`src/rtl/sdmon_pkg.sv`:
```
package sdmon_pkg;

    typedef enum logic [3:0] {
        CMD_INHIBIT = 4'd0,
        CMD_NOP     = 4'd1,
        CMD_ACT     = 4'd2,
        CMD_RD      = 4'd3,
        CMD_WR      = 4'd4,
        CMD_BST     = 4'd5,
        CMD_PRE     = 4'd6,
        CMD_REF     = 4'd7,
        CMD_SREF    = 4'd8,
        CMD_LMR     = 4'd9
    } cmd_e;

    typedef enum logic [1:0] {
        BK_IDLE    = 2'd0,
        BK_OPEN    = 2'd1,
        BK_CLOSING = 2'd2
    } bank_st_e;

    localparam int NUM_CODES = 10;
    localparam int CODE_W    = 4;
    localparam int LEN_W     = 4;

    // flag bit positions; the reported code is position + 1
    localparam int VI_NOROW    = 0;
    localparam int VI_REOPEN   = 1;
    localparam int VI_LMR_BUSY = 2;
    localparam int VI_REF_BUSY = 3;
    localparam int VI_RCD      = 4;
    localparam int VI_RP       = 5;
    localparam int VI_RAS      = 6;
    localparam int VI_RC       = 7;
    localparam int VI_RRD      = 8;
    localparam int VI_MRD      = 9;

    typedef struct packed {
        logic no_row;
        logic reopen;
        logic rcd;
        logic rp;
        logic ras;
        logic rc;
    } bank_viol_t;

    function automatic int cyc_from_ns(input int ns, input int period);
        return (ns + period - 1) / period;
    endfunction

    function automatic int max_int(input int a, input int b);
        return (a > b) ? a : b;
    endfunction

    function automatic cmd_e decode_pins(input logic cs_n, input logic ras_n,
                                         input logic cas_n, input logic we_n,
                                         input logic cke);
        cmd_e c;
        if (cs_n) begin
            c = CMD_INHIBIT;
        end else begin
            case ({ras_n, cas_n, we_n})
                3'b111:  c = CMD_NOP;
                3'b011:  c = CMD_ACT;
                3'b101:  c = CMD_RD;
                3'b100:  c = CMD_WR;
                3'b110:  c = CMD_BST;
                3'b010:  c = CMD_PRE;
                3'b001:  c = cke ? CMD_REF : CMD_SREF;
                default: c = CMD_LMR;
            endcase
        end
        return c;
    endfunction

    function automatic logic [LEN_W-1:0] burst_len(input logic [2:0] code);
        logic [LEN_W-1:0] n;
        case (code)
            3'b001:  n = LEN_W'(2);
            3'b010:  n = LEN_W'(4);
            3'b011:  n = LEN_W'(8);
            default: n = LEN_W'(1);
        endcase
        return n;
    endfunction

endpackage

```
`src/rtl/sdmon_cmd_decode.sv`:
```
module sdmon_cmd_decode
    import sdmon_pkg::*;
(
    input  logic clk,
    input  logic rst,
    input  logic cs_n,
    input  logic ras_n,
    input  logic cas_n,
    input  logic we_n,
    input  logic cke,
    output cmd_e cmd_now,
    output cmd_e cmd_q
);

    always_comb begin
        cmd_now = decode_pins(cs_n, ras_n, cas_n, we_n, cke);
    end

    always_ff @(posedge clk) begin
        if (rst) cmd_q <= CMD_INHIBIT;
        else     cmd_q <= cmd_now;
    end

    p_inhibit_r1: assert property (@(posedge clk) disable iff (rst)
        cs_n |=> (cmd_q == CMD_INHIBIT));

    p_selfref_r1: assert property (@(posedge clk) disable iff (rst)
        (!cs_n && !ras_n && !cas_n && we_n && !cke) |=> (cmd_q == CMD_SREF));

endmodule

```
`src/rtl/sdmon_bank.sv`:
```
module sdmon_bank
    import sdmon_pkg::*;
#(
    parameter int RCD_C = 2,
    parameter int RP_C  = 2,
    parameter int RAS_C = 5,
    parameter int RC_C  = 7,
    parameter int CNT_W = 3
) (
    input  logic             clk,
    input  logic             rst,
    input  cmd_e             cmd,
    input  logic             sel,
    input  logic             a10,
    input  logic [LEN_W-1:0] ap_len,
    input  logic             full_page,
    output bank_st_e         state_o,
    output bank_viol_t       viol_o
);

    localparam logic [CNT_W-1:0] RCD_LD = CNT_W'(RCD_C - 1);
    localparam logic [CNT_W-1:0] RP_LD  = CNT_W'(RP_C - 1);
    localparam logic [CNT_W-1:0] RAS_LD = CNT_W'(RAS_C - 1);
    localparam logic [CNT_W-1:0] RC_LD  = CNT_W'(RC_C - 1);

    bank_st_e         state_q;
    logic [LEN_W-1:0] ap_cnt;
    logic [CNT_W-1:0] rcd_cnt, rp_cnt, ras_cnt, rc_cnt;
    logic             hit_act, hit_rw, hit_pre, start_close;

    always_comb begin
        hit_act     = (cmd == CMD_ACT) && sel;
        hit_rw      = ((cmd == CMD_RD) || (cmd == CMD_WR)) && sel;
        hit_pre     = (cmd == CMD_PRE) && (a10 || sel);
        start_close = hit_rw && (state_q == BK_OPEN) && a10 && !full_page;

        viol_o.no_row = hit_rw  && (state_q != BK_OPEN);
        viol_o.reopen = hit_act && (state_q != BK_IDLE);
        viol_o.rcd    = hit_rw  && (rcd_cnt != '0);
        viol_o.rp     = hit_act && (rp_cnt  != '0);
        viol_o.ras    = hit_pre && (state_q != BK_IDLE) && (ras_cnt != '0);
        viol_o.rc     = hit_act && (rc_cnt  != '0);
    end

    always_ff @(posedge clk) begin
        if (rst) begin
            state_q <= BK_IDLE;
            ap_cnt  <= '0;
            rcd_cnt <= '0;
            rp_cnt  <= '0;
            ras_cnt <= '0;
            rc_cnt  <= '0;
        end else begin
            if (rcd_cnt != '0) rcd_cnt <= rcd_cnt - 1'b1;
            if (rp_cnt  != '0) rp_cnt  <= rp_cnt  - 1'b1;
            if (ras_cnt != '0) ras_cnt <= ras_cnt - 1'b1;
            if (rc_cnt  != '0) rc_cnt  <= rc_cnt  - 1'b1;
            if (ap_cnt  != '0) ap_cnt  <= ap_cnt  - 1'b1;

            if (hit_act) begin
                state_q <= BK_OPEN;
                rcd_cnt <= RCD_LD;
                ras_cnt <= RAS_LD;
                rc_cnt  <= RC_LD;
            end else if (hit_pre) begin
                state_q <= BK_IDLE;
                rp_cnt  <= RP_LD;
            end else if (start_close) begin
                state_q <= BK_CLOSING;
                ap_cnt  <= ap_len - LEN_W'(1);
            end else if ((state_q == BK_CLOSING) && (ap_cnt == '0)) begin
                state_q <= BK_IDLE;
                rp_cnt  <= RP_LD;
            end
        end
    end

    assign state_o = state_q;

    p_act_opens_r2: assert property (@(posedge clk) disable iff (rst)
        hit_act |=> (state_q == BK_OPEN));

    p_pre_closes_r3: assert property (@(posedge clk) disable iff (rst)
        hit_pre |=> (state_q == BK_IDLE));

    p_rc_window_r6: assert property (@(posedge clk) disable iff (rst)
        (rc_cnt <= RC_LD) && (rp_cnt <= RP_LD));

    p_close_from_open_r4: assert property (@(posedge clk) disable iff (rst)
        ((state_q != BK_CLOSING) && !start_close) |=> (state_q != BK_CLOSING));

endmodule

```
`src/rtl/sdmon_viol_log.sv`:
```
module sdmon_viol_log
    import sdmon_pkg::*;
#(
    parameter int N = NUM_CODES
) (
    input  logic              clk,
    input  logic              rst,
    input  logic [N-1:0]      events,
    output logic [N-1:0]      flags_o,
    output logic [CODE_W-1:0] code_o
);

    logic [CODE_W-1:0] first_code;

    always_comb begin
        first_code = '0;
        for (int i = N - 1; i >= 0; i--) begin
            if (events[i]) first_code = CODE_W'(i + 1);
        end
    end

    always_ff @(posedge clk) begin
        if (rst) begin
            flags_o <= '0;
            code_o  <= '0;
        end else begin
            flags_o <= flags_o | events;
            if (code_o == '0) code_o <= first_code;
        end
    end

    p_sticky_r7: assert property (@(posedge clk) disable iff (rst)
        ((flags_o & $past(flags_o)) == $past(flags_o)));

    p_code_matches_flags_r7: assert property (@(posedge clk) disable iff (rst)
        ((code_o != '0) == (flags_o != '0)));

    p_code_held_r7: assert property (@(posedge clk) disable iff (rst)
        (code_o != '0) |=> $stable(code_o));

endmodule

```
`src/rtl/sdram_cmd_monitor.sv`:
```
module sdram_cmd_monitor
    import sdmon_pkg::*;
#(
    parameter int NUM_BANKS = 4,
    parameter int CLK_NS    = 10,
    parameter int T_RCD_NS  = 20,
    parameter int T_RP_NS   = 20,
    parameter int T_RAS_NS  = 50,
    parameter int T_RC_NS   = 70,
    parameter int T_RRD_NS  = 15,
    parameter int T_MRD_CYC = 2
) (
    input  logic                   clk,
    input  logic                   rst,
    input  logic                   cs_n,
    input  logic                   ras_n,
    input  logic                   cas_n,
    input  logic                   we_n,
    input  logic                   cke,
    input  logic [1:0]             ba,
    input  logic                   a10,
    input  logic [2:0]             addr_lo,
    output logic [3:0]             cmd_o,
    output logic [2*NUM_BANKS-1:0] bank_state_o,
    output logic [NUM_CODES-1:0]   viol_flags_o,
    output logic [CODE_W-1:0]      viol_code_o
);

    localparam int BA_W  = 2;
    localparam int RCD_C = cyc_from_ns(T_RCD_NS, CLK_NS);
    localparam int RP_C  = cyc_from_ns(T_RP_NS, CLK_NS);
    localparam int RAS_C = cyc_from_ns(T_RAS_NS, CLK_NS);
    localparam int RC_C  = cyc_from_ns(T_RC_NS, CLK_NS);
    localparam int RRD_C = cyc_from_ns(T_RRD_NS, CLK_NS);
    localparam int BK_MAX = max_int(max_int(RCD_C, RP_C), max_int(RAS_C, RC_C));
    localparam int CNT_W  = $clog2(BK_MAX + 1);
    localparam int G_MAX  = max_int(RRD_C, T_MRD_CYC);
    localparam int GCW    = $clog2(G_MAX + 1);
    localparam logic [GCW-1:0] RRD_LD = GCW'(RRD_C - 1);
    localparam logic [GCW-1:0] MRD_LD = GCW'(T_MRD_CYC - 1);

    cmd_e             cmd_now, cmd_q;
    logic [2:0]       mode_bl_q;
    logic [LEN_W-1:0] ap_len;
    logic             full_page;
    logic [GCW-1:0]   rrd_cnt, mrd_cnt;
    bank_st_e         st   [NUM_BANKS];
    bank_viol_t       bviol[NUM_BANKS];
    logic [NUM_CODES-1:0] events;
    logic             busy_any, is_ref;

    sdmon_cmd_decode u_dec (
        .clk     (clk),
        .rst     (rst),
        .cs_n    (cs_n),
        .ras_n   (ras_n),
        .cas_n   (cas_n),
        .we_n    (we_n),
        .cke     (cke),
        .cmd_now (cmd_now),
        .cmd_q   (cmd_q)
    );

    always_comb begin
        ap_len    = burst_len(mode_bl_q);
        full_page = (mode_bl_q == 3'b111);
    end

    for (genvar g = 0; g < NUM_BANKS; g++) begin : g_bank
        sdmon_bank #(
            .RCD_C (RCD_C),
            .RP_C  (RP_C),
            .RAS_C (RAS_C),
            .RC_C  (RC_C),
            .CNT_W (CNT_W)
        ) u_bank (
            .clk       (clk),
            .rst       (rst),
            .cmd       (cmd_now),
            .sel       (ba == BA_W'(g)),
            .a10       (a10),
            .ap_len    (ap_len),
            .full_page (full_page),
            .state_o   (st[g]),
            .viol_o    (bviol[g])
        );
        assign bank_state_o[2*g +: 2] = st[g];
    end

    always_ff @(posedge clk) begin
        if (rst) begin
            mode_bl_q <= 3'b000;
            rrd_cnt   <= '0;
            mrd_cnt   <= '0;
        end else begin
            if (rrd_cnt != '0) rrd_cnt <= rrd_cnt - 1'b1;
            if (mrd_cnt != '0) mrd_cnt <= mrd_cnt - 1'b1;
            if (cmd_now == CMD_ACT) rrd_cnt <= RRD_LD;
            if (cmd_now == CMD_LMR) begin
                mrd_cnt   <= MRD_LD;
                mode_bl_q <= addr_lo;
            end
        end
    end

    always_comb begin
        busy_any = 1'b0;
        events   = '0;
        is_ref   = (cmd_now == CMD_REF) || (cmd_now == CMD_SREF);
        for (int b = 0; b < NUM_BANKS; b++) begin
            busy_any            = busy_any | (st[b] != BK_IDLE);
            events[VI_NOROW]    = events[VI_NOROW]  | bviol[b].no_row;
            events[VI_REOPEN]   = events[VI_REOPEN] | bviol[b].reopen;
            events[VI_RCD]      = events[VI_RCD]    | bviol[b].rcd;
            events[VI_RP]       = events[VI_RP]     | bviol[b].rp;
            events[VI_RAS]      = events[VI_RAS]    | bviol[b].ras;
            events[VI_RC]       = events[VI_RC]     | bviol[b].rc;
        end
        events[VI_LMR_BUSY] = (cmd_now == CMD_LMR) && busy_any;
        events[VI_REF_BUSY] = is_ref && busy_any;
        events[VI_RRD]      = (cmd_now == CMD_ACT) && (rrd_cnt != '0);
        events[VI_MRD]      = ((cmd_now == CMD_ACT) || is_ref) && (mrd_cnt != '0);
    end

    sdmon_viol_log #(.N(NUM_CODES)) u_log (
        .clk     (clk),
        .rst     (rst),
        .events  (events),
        .flags_o (viol_flags_o),
        .code_o  (viol_code_o)
    );

    assign cmd_o = cmd_q;

    p_rw_idle_r2: assert property (@(posedge clk) disable iff (rst)
        (((cmd_now == CMD_RD) || (cmd_now == CMD_WR)) && (st[ba] == BK_IDLE))
        |=> viol_flags_o[VI_NOROW]);

    p_lmr_busy_r5: assert property (@(posedge clk) disable iff (rst)
        ((cmd_now == CMD_LMR) && (bank_state_o != '0)) |=> viol_flags_o[VI_LMR_BUSY]);

    p_mrd_gap_r6: assert property (@(posedge clk) disable iff (rst)
        ((cmd_now == CMD_LMR) ##1 (cmd_now == CMD_ACT)) |=> viol_flags_o[VI_MRD]);

endmodule

```
`config.mk`:
```
export PLATFORM = sky130hd
export DESIGN_NAME = sdram_cmd_monitor
export DESIGN_NICKNAME = d
export VERILOG_FILES = /design/src/rtl/sdmon_pkg.sv /design/src/rtl/sdmon_cmd_decode.sv /design/src/rtl/sdmon_bank.sv /design/src/rtl/sdmon_viol_log.sv /design/src/rtl/sdram_cmd_monitor.sv
export SDC_FILE = /design/constraint.sdc
export NUM_CORES = 1
export LEC_CHECK = 0
export CAP_MARGIN = 20
export CORE_MARGIN = 2
export CORE_UTILIZATION = 38
export DETAILED_ROUTE_END_ITERATION = 8
export PLACE_DENSITY = 0.58
export SLEW_MARGIN = 20
export SYNTH_ARGS = -nofsm -noshare
export SYNTH_HDL_FRONTEND = slang
export SYNTH_HIERARCHICAL = 1
export SYNTH_SLANG_ARGS = --single-unit
```
`constraint.sdc`:
```
create_clock -name clk -period 9.6 [get_ports clk]
set_input_delay 1.92 -clock clk [delete_from_list [all_inputs] [get_ports clk]]
set_output_delay 1.92 -clock clk [all_outputs]
set_load 0.02 [all_outputs]
```
# Yosys cells after proc, flatten, opt, wreduce, memory -nomap -nowiden
# Index checks and enable logic that the tools add are counted.
# totals
elab_cells	352
ff_bits	97
output_inout_bits	26
# op_classes
reduce_logical	132
bitwise	22
n_addsub	23
n_mux	94
n_eq_ne	33
# op_table
operator	n
2-to-1 mux 4 bit	28
2-to-1 mux 3 bit	36
logical AND 1 bit	60
nonzero test 2 bit	24
nonzero test 3 bit	16
subtractor 3 x 1 -> 3 bit, second input constant	16
nonzero test 4 bit	8
case mux 4 bit (7 select lines)	1
bitwise OR 1 bit	21
logical NOT 4 bit	5
2-to-1 mux 1 bit	20
subtractor 4 x 1 -> 4 bit, second input constant	5
2-to-1 mux 2 bit	8
equality test 3 bit, second input constant	5
equality test 2 bit, second input constant	6
equality test 3 x 2 -> 1 bit, second input constant	4
equality test 4 x 3 -> 1 bit, second input constant	3
case mux 4 bit (3 select lines)	1
OR reduction 2 bit	6
OR reduction 3 bit	4
equality test 2 x 1 -> 1 bit, second input constant	5
bitwise OR 10 bit	1
equality test 4 x 2 -> 1 bit, second input constant	2
equality test 4 bit, second input constant	2
6 further kinds	17

# Longest topological paths before layout
# Gate-level depths: netlist of run 1.
# logic_depth
ltp_word	17
depth_mapped	12

# Modules after synthesis
# Netlist of run 1, hierarchy kept.
# by_module_without_submodules
mod	instances	cells_each	area_per_inst_um2
sdmon_bank	4	126	1098.6
sdram_cmd_monitor	1	59	546.8
sdmon_viol_log	1	59	505.5
sdmon_cmd_decode	1	22	192.7

# Least setup slack after synthesis of run 1
# Ideal clock, no wire load.
# synth_timing
kind	input -> register
from	input cs_n
to	register u_log.code_o[3]
slack_ns	4.295
arrival_ns	5.239
path_stages	10
setup_time_ns	0.065
path_cell_list	clkbuf_2 -> nor3_1 -> nor3b_2 -> or2_2 -> and3_1 -> or4_1 -> or4_1 -> nor2_1 -> a21oi_1 -> nor2_1
# synth_lines
item	line_no	source
start: declaration	sdram_cmd_monitor.sv:15	input logic cs_n,
end signal: assignment	sdmon_viol_log.sv:28	if (code_o == '0) code_o <= first_code;
end: declaration	sdmon_viol_log.sv:10	output logic [CODE_W-1:0] code_o

==> results.sh, run 1 <==
export IMPL_setup_slack_ns=4.16
export IMPL_finClkSkew_ns=0.00860
export IMPL_clkTransAtPathRegs_ns=0.07
export IMPL_grt_max_degree=82
export IMPL_min_period_ns=5.44
export IMPL_hold_end="u_log/flags_o[8]$_SDFF_PP0_"
export IMPL_grt_pass1_vias=4489
export IMPL_final_setup_tns_ns=0
export IMPL_status="completed"
export IMPL_required_ns=9.81
export IMPL_placeableCoreArea_mm2=0.0145
export IMPL_chipHeight_um=126
export IMPL_dr_pass1_iters=5
export IMPL_cts_inserted_buffers=9
export IMPL_synth_top_cell_area_share=0.344
export IMPL_power_density_mw_per_mm2=252
export IMPL_io_pins=39
export IMPL_r2r_worst_path_cells=8
export IMPL_min_path_type="reg -> reg"
export IMPL_area_growth_pct=15.5
export IMPL_layout_nets=743
export IMPL_syn_cell_area_mm2=0.00564
export IMPL_ys_seq_area_frac=0.344
export IMPL_vias=4557
export IMPL_port_buffer_count=38
export IMPL_p_leak_nw=2.75
export IMPL_drc_errors=0
export IMPL_cts_resized=0
export IMPL_cts_sinks=97
export IMPL_yosysMostFrequentCell="dfxtp_1"
export IMPL_ir_worst_vdd_mv=0.121
export IMPL_endpoint_kind="register"
export IMPL_path_class="in -> reg"
export IMPL_critPathArrivalTime_ns=5.65
export IMPL_total_power_mw=1.64
export IMPL_clk_path_buf_depth=2
export IMPL_hold_buffers=0
export IMPL_clk_latency_ns=0.35
export IMPL_synth_common_cells="97 x dfxtp_1, 93 x nor2_1, 76 x inv_1"
export IMPL_layout_drive_gt1_share=0.0958
export IMPL_ys_top_cells_by_area="dfxtp_1 34%, ha_1 10%, nor2_1 6.2%, inv_1 5.1%, mux2i_1 3.6%"
export IMPL_drv_slew=0
export IMPL_synthFlopType="dfxtp_1"
export IMPL_pre_cts_slack_ns=3.81
export IMPL_synth_largest_area_cell="dfxtp_1"
export IMPL_start_util=0.388
export IMPL_post_route_period_util=0.567
export IMPL_critPathMaxFanout=25
export IMPL_postRouteAntennaNets=0
export IMPL_reg2reg_from="g_bank[0].u_bank/rcd_cnt[0]$_SDFFE_PP0P_"
export IMPL_cp_start_kind="input pin"
export IMPL_min_path_cells=2
export IMPL_die_area_mm2=0.0158
export IMPL_yosysWarnings=6
export IMPL_dp_hpwl_mm=9.21
export IMPL_reg2reg_to="u_log/code_o[2]$_SDFFE_PP0N_"
export IMPL_hold_violations=0
export IMPL_relSlewSlack=0.309
export IMPL_grt_pass1_wl_mm=21.4
export IMPL_rsz0062_at_grt="no"
export IMPL_grt_usage=0.165
export IMPL_place_congestion=0.800
export IMPL_detail_route_wl_per_cell_um=14.3
export IMPL_postSynth_asyncResetShare=0
export IMPL_post_cts_setup_buffers=0
export IMPL_cts_tree="yes"
export IMPL_rows=44
export IMPL_syn_inst=644
export IMPL_min_delay_start="u_log/flags_o[8]$_SDFF_PP0_"
export IMPL_n_antenna_cell=0
export IMPL_ys_seq_elements=97
export IMPL_maxCapViolCount=0
export IMPL_die_x_um=126
export IMPL_syn_avg_cell_area_um2=8.76
export IMPL_cts_root_buf="clkbuf_16"
export IMPL_r2r_setup_slack_ns=7.10
export IMPL_synth_edff_count=0
export IMPL_syn_nets=703
export IMPL_routed_wl_mm=12.5
export IMPL_antenna_found_initial=0
export IMPL_viasPerCell=5.22
export IMPL_yosysUniqueCellTypes=59
export IMPL_htree_levels=3
export IMPL_grt_ovfl_total=0
export IMPL_fmax_mhz=184
export IMPL_dr_first_iter_drc_count=243
export IMPL_setup_viol=0
export IMPL_worst_pin_slew_ns=1.03
==> stage by stage <==
stage	utilization	instance area, um^2	instances	hold WS, ns
floorplan	-	5640	644	0.459
global placement	0.428	6220	857	0.443
detailed placement	0.428	6230	857	0.451
CTS	0.448	6510	873	0.472
global route	0.448	6510	873	0.491
finish	0.448	6510	873	0.465
==> sequential cells by signal, indices dropped and copies added, names as in the netlist <==
name / count
g_bank.u_bank/ap_cnt: 16
g_bank.u_bank/rp_cnt: 12
mode_bl_q: 3
g_bank.u_bank/state_o: 8
g_bank.u_bank/rc_cnt: 12
rrd_cnt: 2
u_dec/cmd_q: 4
u_log/flags_o: 10
g_bank.u_bank/ras_cnt: 12
mrd_cnt: 2
g_bank.u_bank/rcd_cnt: 12
u_log/code_o: 4
==> worst max-delay path: stages <==
cell             delay, ns
clkdlybuf4s50_1       0.56
o21ai_1               0.10
mux2i_1               0.17
nor2b_2               0.85
nor3b_2               0.16
or2_2                 0.35
and3_1                0.16
or4_1                 0.63
or4_1                 0.53
a21oi_1               0.17
nor2_1                0.05
==> per-layer routing <==
metal | GRT usage | wire (um) | up-vias
met5 | 0 | 0 | -
met4 | 0.0685 | 291 | 0
met3 | 0.0255 | 471 | 19
met2 | 0.285 | 6020 | 79
met1 | 0.207 | 5710 | 2143
li1 | - | - | 2316
==> area by class of cell <==
type	count	area, um^2
tap	184	230
multi-input combinational	460	3380
sequential	97	1940
clock inverter	6	47.5
inverter	76	285
timing repair buffer	40	390
clock buffer	10	239
fill	1433	8020
==> power by group <==
part	total, mW	internal [mW]	switching [mW]
Sequential	0.587	0.512	0.0746
Combinational	0.709	0.329	0.380
Clock	0.349	0.186	0.163
==> worst max-delay path by stage <==
stage,from,end,slack [ns],depth (start not counted)
floorplan,cs_n,u_log/code_o[3]$_SDFFE_PP0N_,4.30,10
global placement,cke,u_log/code_o[2]$_SDFFE_PP0N_,3.86,11
detailed placement,ras_n,u_log/code_o[2]$_SDFFE_PP0N_,3.81,11
CTS,ras_n,u_log/code_o[2]$_SDFFE_PP0N_,4.17,11
global route,ras_n,u_log/code_o[3]$_SDFFE_PP0N_,3.83,12
finish,ras_n,u_log/code_o[2]$_SDFFE_PP0N_,4.16,11
==> kinds of logic after synthesis <==
| family | after synthesis | synth area share |
|---|---|---|
| muxes | 20 | 0.0355 |
| xor gates and xnor gates | 31 | 0.0481 |
| adders and majority gates | 46 | 0.102 |
| AOI/OAI and AO/OA | 107 | 0.152 |
| buffers and inverters | 87 | 0.0597 |
| DFF | 97 | 0.344 |
| and+or+nand+nor | 256 | 0.258 |
==> cells in the final DEF, fill, tap and decap left out, drive strengths merged, types with 7 or more instances in the layout <==
| cell type | instances |
|---|---|
| inv | 79 |
| nor2b | 13 |
| a31oi | 8 |
| or2 | 8 |
| mux2i | 20 |
| dfxtp | 97 |
| nor3 | 25 |
| clkdlybuf4s50 | 37 |
| nor2 | 101 |
| nand2 | 13 |
| a211oi | 17 |
| o2111ai | 8 |
| xnor2 | 14 |
| or4 | 12 |
| nor3b | 12 |
| nand2b | 25 |
| o21ai | 7 |
| a21oi | 37 |
| ha | 46 |
| xor2 | 17 |
| clkbuf | 10 |
Power figures use the tool's default switching activity.
==> run 2: changes to the inputs <==
==> constraint.sdc (replaced) <==
create_clock -name clk -period 5.6 [get_ports clk]
set_input_delay 1.12 -clock clk [delete_from_list [all_inputs] [get_ports clk]]
set_output_delay 1.12 -clock clk [all_outputs]
set_load 0.02 [all_outputs]
==> results.sh, run 2 (same netlist as run 1, synthesis figures left out) <==
export IMPL_cts_inserted_buffers=9
export IMPL_hold_end="u_log/flags_o[6]$_SDFF_PP0_"
export IMPL_r2r_worst_path_cells=9
export IMPL_busiest_layer="met2"
export IMPL_antenna_found_initial=0
export IMPL_die_x_um=126
export IMPL_use_met1=0.211
export IMPL_cp_num_buf_inv=1
export IMPL_reg2reg_to="u_log/code_o[1]$_SDFFE_PP0N_"
export IMPL_layout_nets=750
export IMPL_place_congestion=0.831
export IMPL_relSlewSlack=0.302
export IMPL_r2r_setup_slack_ns=3.01
export IMPL_rsz0062_at_grt="no"
export IMPL_die_area_mm2=0.0158
export IMPL_min_period_ns=4.69
export IMPL_ir_worst_vdd_mv=0.206
export IMPL_clkTransAtPathRegs_ns=0.07
export IMPL_dr_first_iter_drc_count=171
export IMPL_final_setup_tns_ns=0
export IMPL_cts_sinks=97
export IMPL_path_cells="clkdlybuf4s50_1 -> o21ai_1 -> mux2i_1 -> nor2b_2 -> nor3b_2 -> or2_2 -> and3_1 -> or4_1 -> or4_1 -> a21oi_1 -> nor2_1"
export IMPL_routed_wl_mm=12.5
export IMPL_critPathMaxFanout=25
export IMPL_maxCapViolCount=0
export IMPL_drc_errors=0
export IMPL_required_ns=5.81
export IMPL_grt_usage=0.162
export IMPL_slowest_stage="nor2b_2"
export IMPL_min_path_cells=2
export IMPL_postRouteAntennaNets=0
export IMPL_detail_route_wl_per_cell_um=14.2
export IMPL_layout_drive_gt1_share=0.103
export IMPL_largest_reg_flops=16
export IMPL_fmax_mhz=213
export IMPL_power_density_mw_per_mm2=443
export IMPL_crit_family="simple AND/OR/NAND/NOR gates"
export IMPL_status="completed"
export IMPL_cp_start_kind="input pin"
export IMPL_critical_path_max_stage_delay_ns=0.87
export IMPL_drv_slew=0
export IMPL_grt_pass1_vias=4408
export IMPL_dr_pass1_iters=4
export IMPL_setup_viol=0
export IMPL_rows=44
export IMPL_hold_buffers=0
export IMPL_cts_resized=0
export IMPL_clk_latency_ns=0.35
export IMPL_met3_usage=0.0348
export IMPL_final_common_cell="dfxtp_1"
export IMPL_cts_root_buf="clkbuf_16"
export IMPL_dp_hpwl_mm=9.20
export IMPL_io_pins=39
export IMPL_endpoint_kind="register"
export IMPL_grt_pass1_wl_mm=21.0
export IMPL_layout_common_cells="97 x dfxtp_1, 93 x nor2_1, 76 x inv_1, 46 x ha_1"
export IMPL_grt_max_degree=45
export IMPL_clk_path_buf_depth=2
export IMPL_htree_levels=3
export IMPL_area_growth_pct=17.4
export IMPL_p_leak_nw=2.80
export IMPL_viasPerCell=5.11
export IMPL_placeableCoreArea_mm2=0.0145
export IMPL_reg2reg_from="g_bank[1].u_bank/ras_cnt[0]$_SDFFE_PP0P_"
export IMPL_post_route_period_util=0.837
export IMPL_vias=4497
export IMPL_grt_ovfl_total=0
export IMPL_grt_use_met2=0.266
export IMPL_n_antenna_cell=0
export IMPL_min_delay_start="u_log/flags_o[6]$_SDFF_PP0_"
export IMPL_worst_pin_slew_ns=1.04
export IMPL_start_util=0.388
export IMPL_critPathArrivalTime_ns=4.89
export IMPL_post_cts_setup_buffers=0
export IMPL_layoutNonFillerInstCount=880
export IMPL_finClkSkew_ns=0.00792
export IMPL_path_common_cell="or4_1"
export IMPL_fillers=1385
export IMPL_chipHeight_um=126
export IMPL_min_path_type="reg -> reg"
export IMPL_hold_violations=0
export IMPL_top_register="g_bank.u_bank/ap_cnt"
export IMPL_dp_cells=864
export IMPL_path_class="in -> reg"
export IMPL_port_buffer_count=38
export IMPL_cts_tree="yes"
[run 2: cell count changes in the layout (fill, tap and decap cells not counted), sizes merged]
cell,previous run,this run
buf,3,10
bufinv,0,3
clkbuf,10,9
clkinv,2,0
[run 2: routing by layer]
metal / vias up / part of all wire
met5: - / 0
met4: 0 / 0.019
met3: 16 / 0.032
li1: 2327 / -
met2: 50 / 0.47
met1: 2104 / 0.48
[run 2: metrics by stage]
stage	area, um^2	utilization	total power [mW]	hold slack [ns]	setup WS, ns
after floorplan	5640	-	1.96	0.459	1.10
after global placement	6270	0.431	2.15	0.446	0.696
after detailed placement	6270	0.431	2.23	0.456	0.606
after CTS	6620	0.455	2.96	0.472	0.962
after global routing	6620	0.455	3.17	0.487	0.708
final	6620	0.455	2.93	0.468	0.912
[run 2: worst min-delay path: stages, from the launching register on]
cell and delay, ns:
dfxtp_1 0.33, nor2_1 0.04, nor2_1 0.06
[run 2: worst max-delay path by stage]
stage	startpoint	to	slack, ns	cells past startpoint
floorplan	cs_n	u_log/code_o[3]$_SDFFE_PP0N_	1.10	10
global placement	ras_n	u_log/code_o[2]$_SDFFE_PP0N_	0.70	11
detailed placement	ras_n	u_log/code_o[2]$_SDFFE_PP0N_	0.61	11
CTS	ras_n	u_log/code_o[2]$_SDFFE_PP0N_	0.96	11
global route	we_n	u_log/code_o[3]$_SDFFE_PP0N_	0.71	12
finish	ras_n	u_log/code_o[2]$_SDFFE_PP0N_	0.91	11
[run 2: cell type report]
type	instances	area, um^2	share of cell area
sequential	97	1940	0.293
inverter	76	285	0.0431
clock inverter	7	124	0.0187
timing repair buffer	47	443	0.0669
clock buffer	9	225	0.0340
multi-input combinational	460	3370	0.509
tap	184	230	0.0348
[run 2: where the power goes]
group | switching [mW] | internal (mW) | total [mW]
Sequential | 0.127 | 0.878 | 1.00
Clock | 0.281 | 0.441 | 0.722
Combinational | 0.641 | 0.565 | 1.21
Total | 1.05 | 1.88 | 2.93
==> run 3: changes to the inputs <==
--- a/config.mk
+++ b/config.mk
@@ -9,7 +9,7 @@
 export CORE_MARGIN = 2
 export CORE_UTILIZATION = 38
 export DETAILED_ROUTE_END_ITERATION = 8
-export PLACE_DENSITY = 0.58
+export PLACE_DENSITY = 0.6
 export SLEW_MARGIN = 20
 export SYNTH_ARGS = -nofsm -noshare
 export SYNTH_HDL_FRONTEND = slang
==> constraint.sdc (replaced) <==
create_clock -name clk -period 3.8 [get_ports clk]
set_input_delay 0.76 -clock clk [delete_from_list [all_inputs] [get_ports clk]]
set_output_delay 0.76 -clock clk [all_outputs]
set_load 0.02 [all_outputs]
==> results.sh, run 3 (same netlist as run 1, synthesis figures left out) <==
export IMPL_timing_hold_ws_ns=0.472
export IMPL_fmax_mhz=277
export IMPL_cts_root_buf="clkbuf_16"
export IMPL_multiInputGateArea_mm2=0.00340
export IMPL_maxCapViolCount=0
export IMPL_place_congestion=0.905
export IMPL_rsz0062_at_grt="no"
export IMPL_start_util=0.388
export IMPL_post_cts_setup_buffers=0
export IMPL_detail_route_wl_per_cell_um=13.8
export IMPL_ir_worst_vdd_mv=0.266
export IMPL_status="completed"
export IMPL_grt_max_degree=49
export IMPL_final_setup_tns_ns=0
export IMPL_layout_common_cells="97 x dfxtp_1, 92 x nor2_1, 76 x inv_1, 51 x buf_4, 46 x ha_1"
export IMPL_cts_resized=0
export IMPL_final_common_cell="dfxtp_1"
export IMPL_largest_reg_flops=16
export IMPL_n_antenna_cell=0
export IMPL_cp_start_kind="input pin"
export IMPL_post_route_period_util=0.949
export IMPL_viasPerCell=5.15
export IMPL_grt_ovfl_total=0
export IMPL_switchingPower_mw=1.58
export IMPL_dpl_cell_area_mm2=0.00660
export IMPL_grt_pass1_vias=4711
export IMPL_layout_nets=793
export IMPL_setup_viol=0
export IMPL_cts_sinks=97
export IMPL_clkTransAtPathRegs_ns=0.08
export IMPL_path_class="in -> reg"
export IMPL_vias=4751
export IMPL_grt_usage=0.168
export IMPL_regArea_mm2=0.00194
export IMPL_postRouteAntennaNets=0
export IMPL_seq_power_share=0.351
export IMPL_p_leak_nw=3.04
export IMPL_fillers=1405
export IMPL_min_path_type="reg -> reg"
export IMPL_dr_pass1_iters=4
export IMPL_io_pins=39
export IMPL_power_density_mw_per_mm2=606
export IMPL_total_power_mw=4.20
export IMPL_cts_inserted_buffers=9
export IMPL_worst_pin_slew_ns=0.905
export IMPL_layout_drive_gt1_share=0.162
export IMPL_p_clk_frac=0.216
export IMPL_critPathArrivalTime_ns=3.90
export IMPL_endpoint_kind="register"
export IMPL_port_buffer_count=38
export IMPL_p_sw_frac=0.377
export IMPL_dr_first_iter_drc_count=299
export IMPL_combinationalPowerShare=0.433
export IMPL_area_growth_pct=23.1
export IMPL_placeableCoreArea_mm2=0.0145
export IMPL_cts_tree="yes"
export IMPL_min_period_ns=3.60
export IMPL_grt_pass1_wl_mm=22.1
export IMPL_hold_buffers=0
export IMPL_dp_hpwl_mm=9.78
export IMPL_required_ns=4.10
export IMPL_drc_errors=0
export IMPL_p_int_mw=2.62
export IMPL_routed_wl_mm=12.8
export IMPL_die_area_mm2=0.0158
export IMPL_chipHeight_um=126
export IMPL_drv_slew=0
export IMPL_die_x_um=126
export IMPL_hold_violations=0
export IMPL_top_register="g_bank.u_bank/ap_cnt"
export IMPL_clk_latency_ns=0.36
export IMPL_critPathMaxFanout=12
export IMPL_rows=44
export IMPL_fin_util=0.477
export IMPL_antenna_found_initial=0
export IMPL_finClkSkew_ns=0.00958
export IMPL_post_route_cell_area_mm2=0.00694
export IMPL_relSlewSlack=0.395
export IMPL_htree_levels=3
export IMPL_clk_path_buf_depth=2
## run 3: critical path, cell delays in order
cell	delay [ns]
clkdlybuf4s50_1	0.44
a211o_1	0.29
nand2_1	0.11
nor2_2	0.10
buf_4	0.19
nor3b_2	0.16
or2_2	0.31
and3_1	0.17
or4_4	0.57
or4_1	0.50
nor2_1	0.12
a21oi_1	0.07
nor2_1	0.09
## run 3: path summary, 6_finish.rpt
kind                                                               start                            to  slack, ns  cells past startpoint
worst min-delay path                         u_log/flags_o[0]$_SDFF_PP0_   u_log/flags_o[0]$_SDFF_PP0_       0.47                      2
worst max-delay path                                                 cke  u_log/code_o[3]$_SDFFE_PP0N_       0.20                     13
worst min register to register               u_log/flags_o[0]$_SDFF_PP0_   u_log/flags_o[0]$_SDFF_PP0_       0.47                      2
worst max register to register  g_bank[1].u_bank/ras_cnt[0]$_SDFFE_PP0P_  u_log/code_o[3]$_SDFFE_PP0N_       1.36                      9
## run 3: cell type report
cell class                      count  area share
Sequential cell                    97       0.280
Timing Repair Buffer               90       0.113
Inverter                           76      0.0411
Clock buffer                        9      0.0325
Clock inverter                      7      0.0103
Tap cell                          184      0.0332
Multi-Input combinational cell    460       0.490
## run 3: power by group through the flow
stage	clock network, mW	registers [mW]	logic (mW)
3_3_place_gp	0	1.48	1.72
3_5_place_dp	0	1.50	1.83
6_report	0.907	1.48	1.82
2_1_floorplan	0	1.48	1.40
5_1_grt	0.978	1.52	2.08
4_1_cts	0.942	1.48	1.84
## run 3: per-stage QoR
stage / instances / setup WS [ns]
2_1_floorplan: 644 / 0.102
3_3_place_gp: 907 / -0.288
5_1_grt: 923 / 0.0103
6_report: 923 / 0.196
4_1_cts: 923 / 0.0118
3_5_place_dp: 907 / -0.354
## run 3: per-layer routing
| layer | track usage | up-vias | wire length (um) |
|---|---|---|---|
| met3 | 0.0421 | 21 | 476 |
| met5 | 0 | - | 0 |
| met4 | 0.0537 | 0 | 263 |
| met1 | 0.208 | 2231 | 5890 |
| met2 | 0.289 | 66 | 6140 |
| li1 | - | 2433 | - |
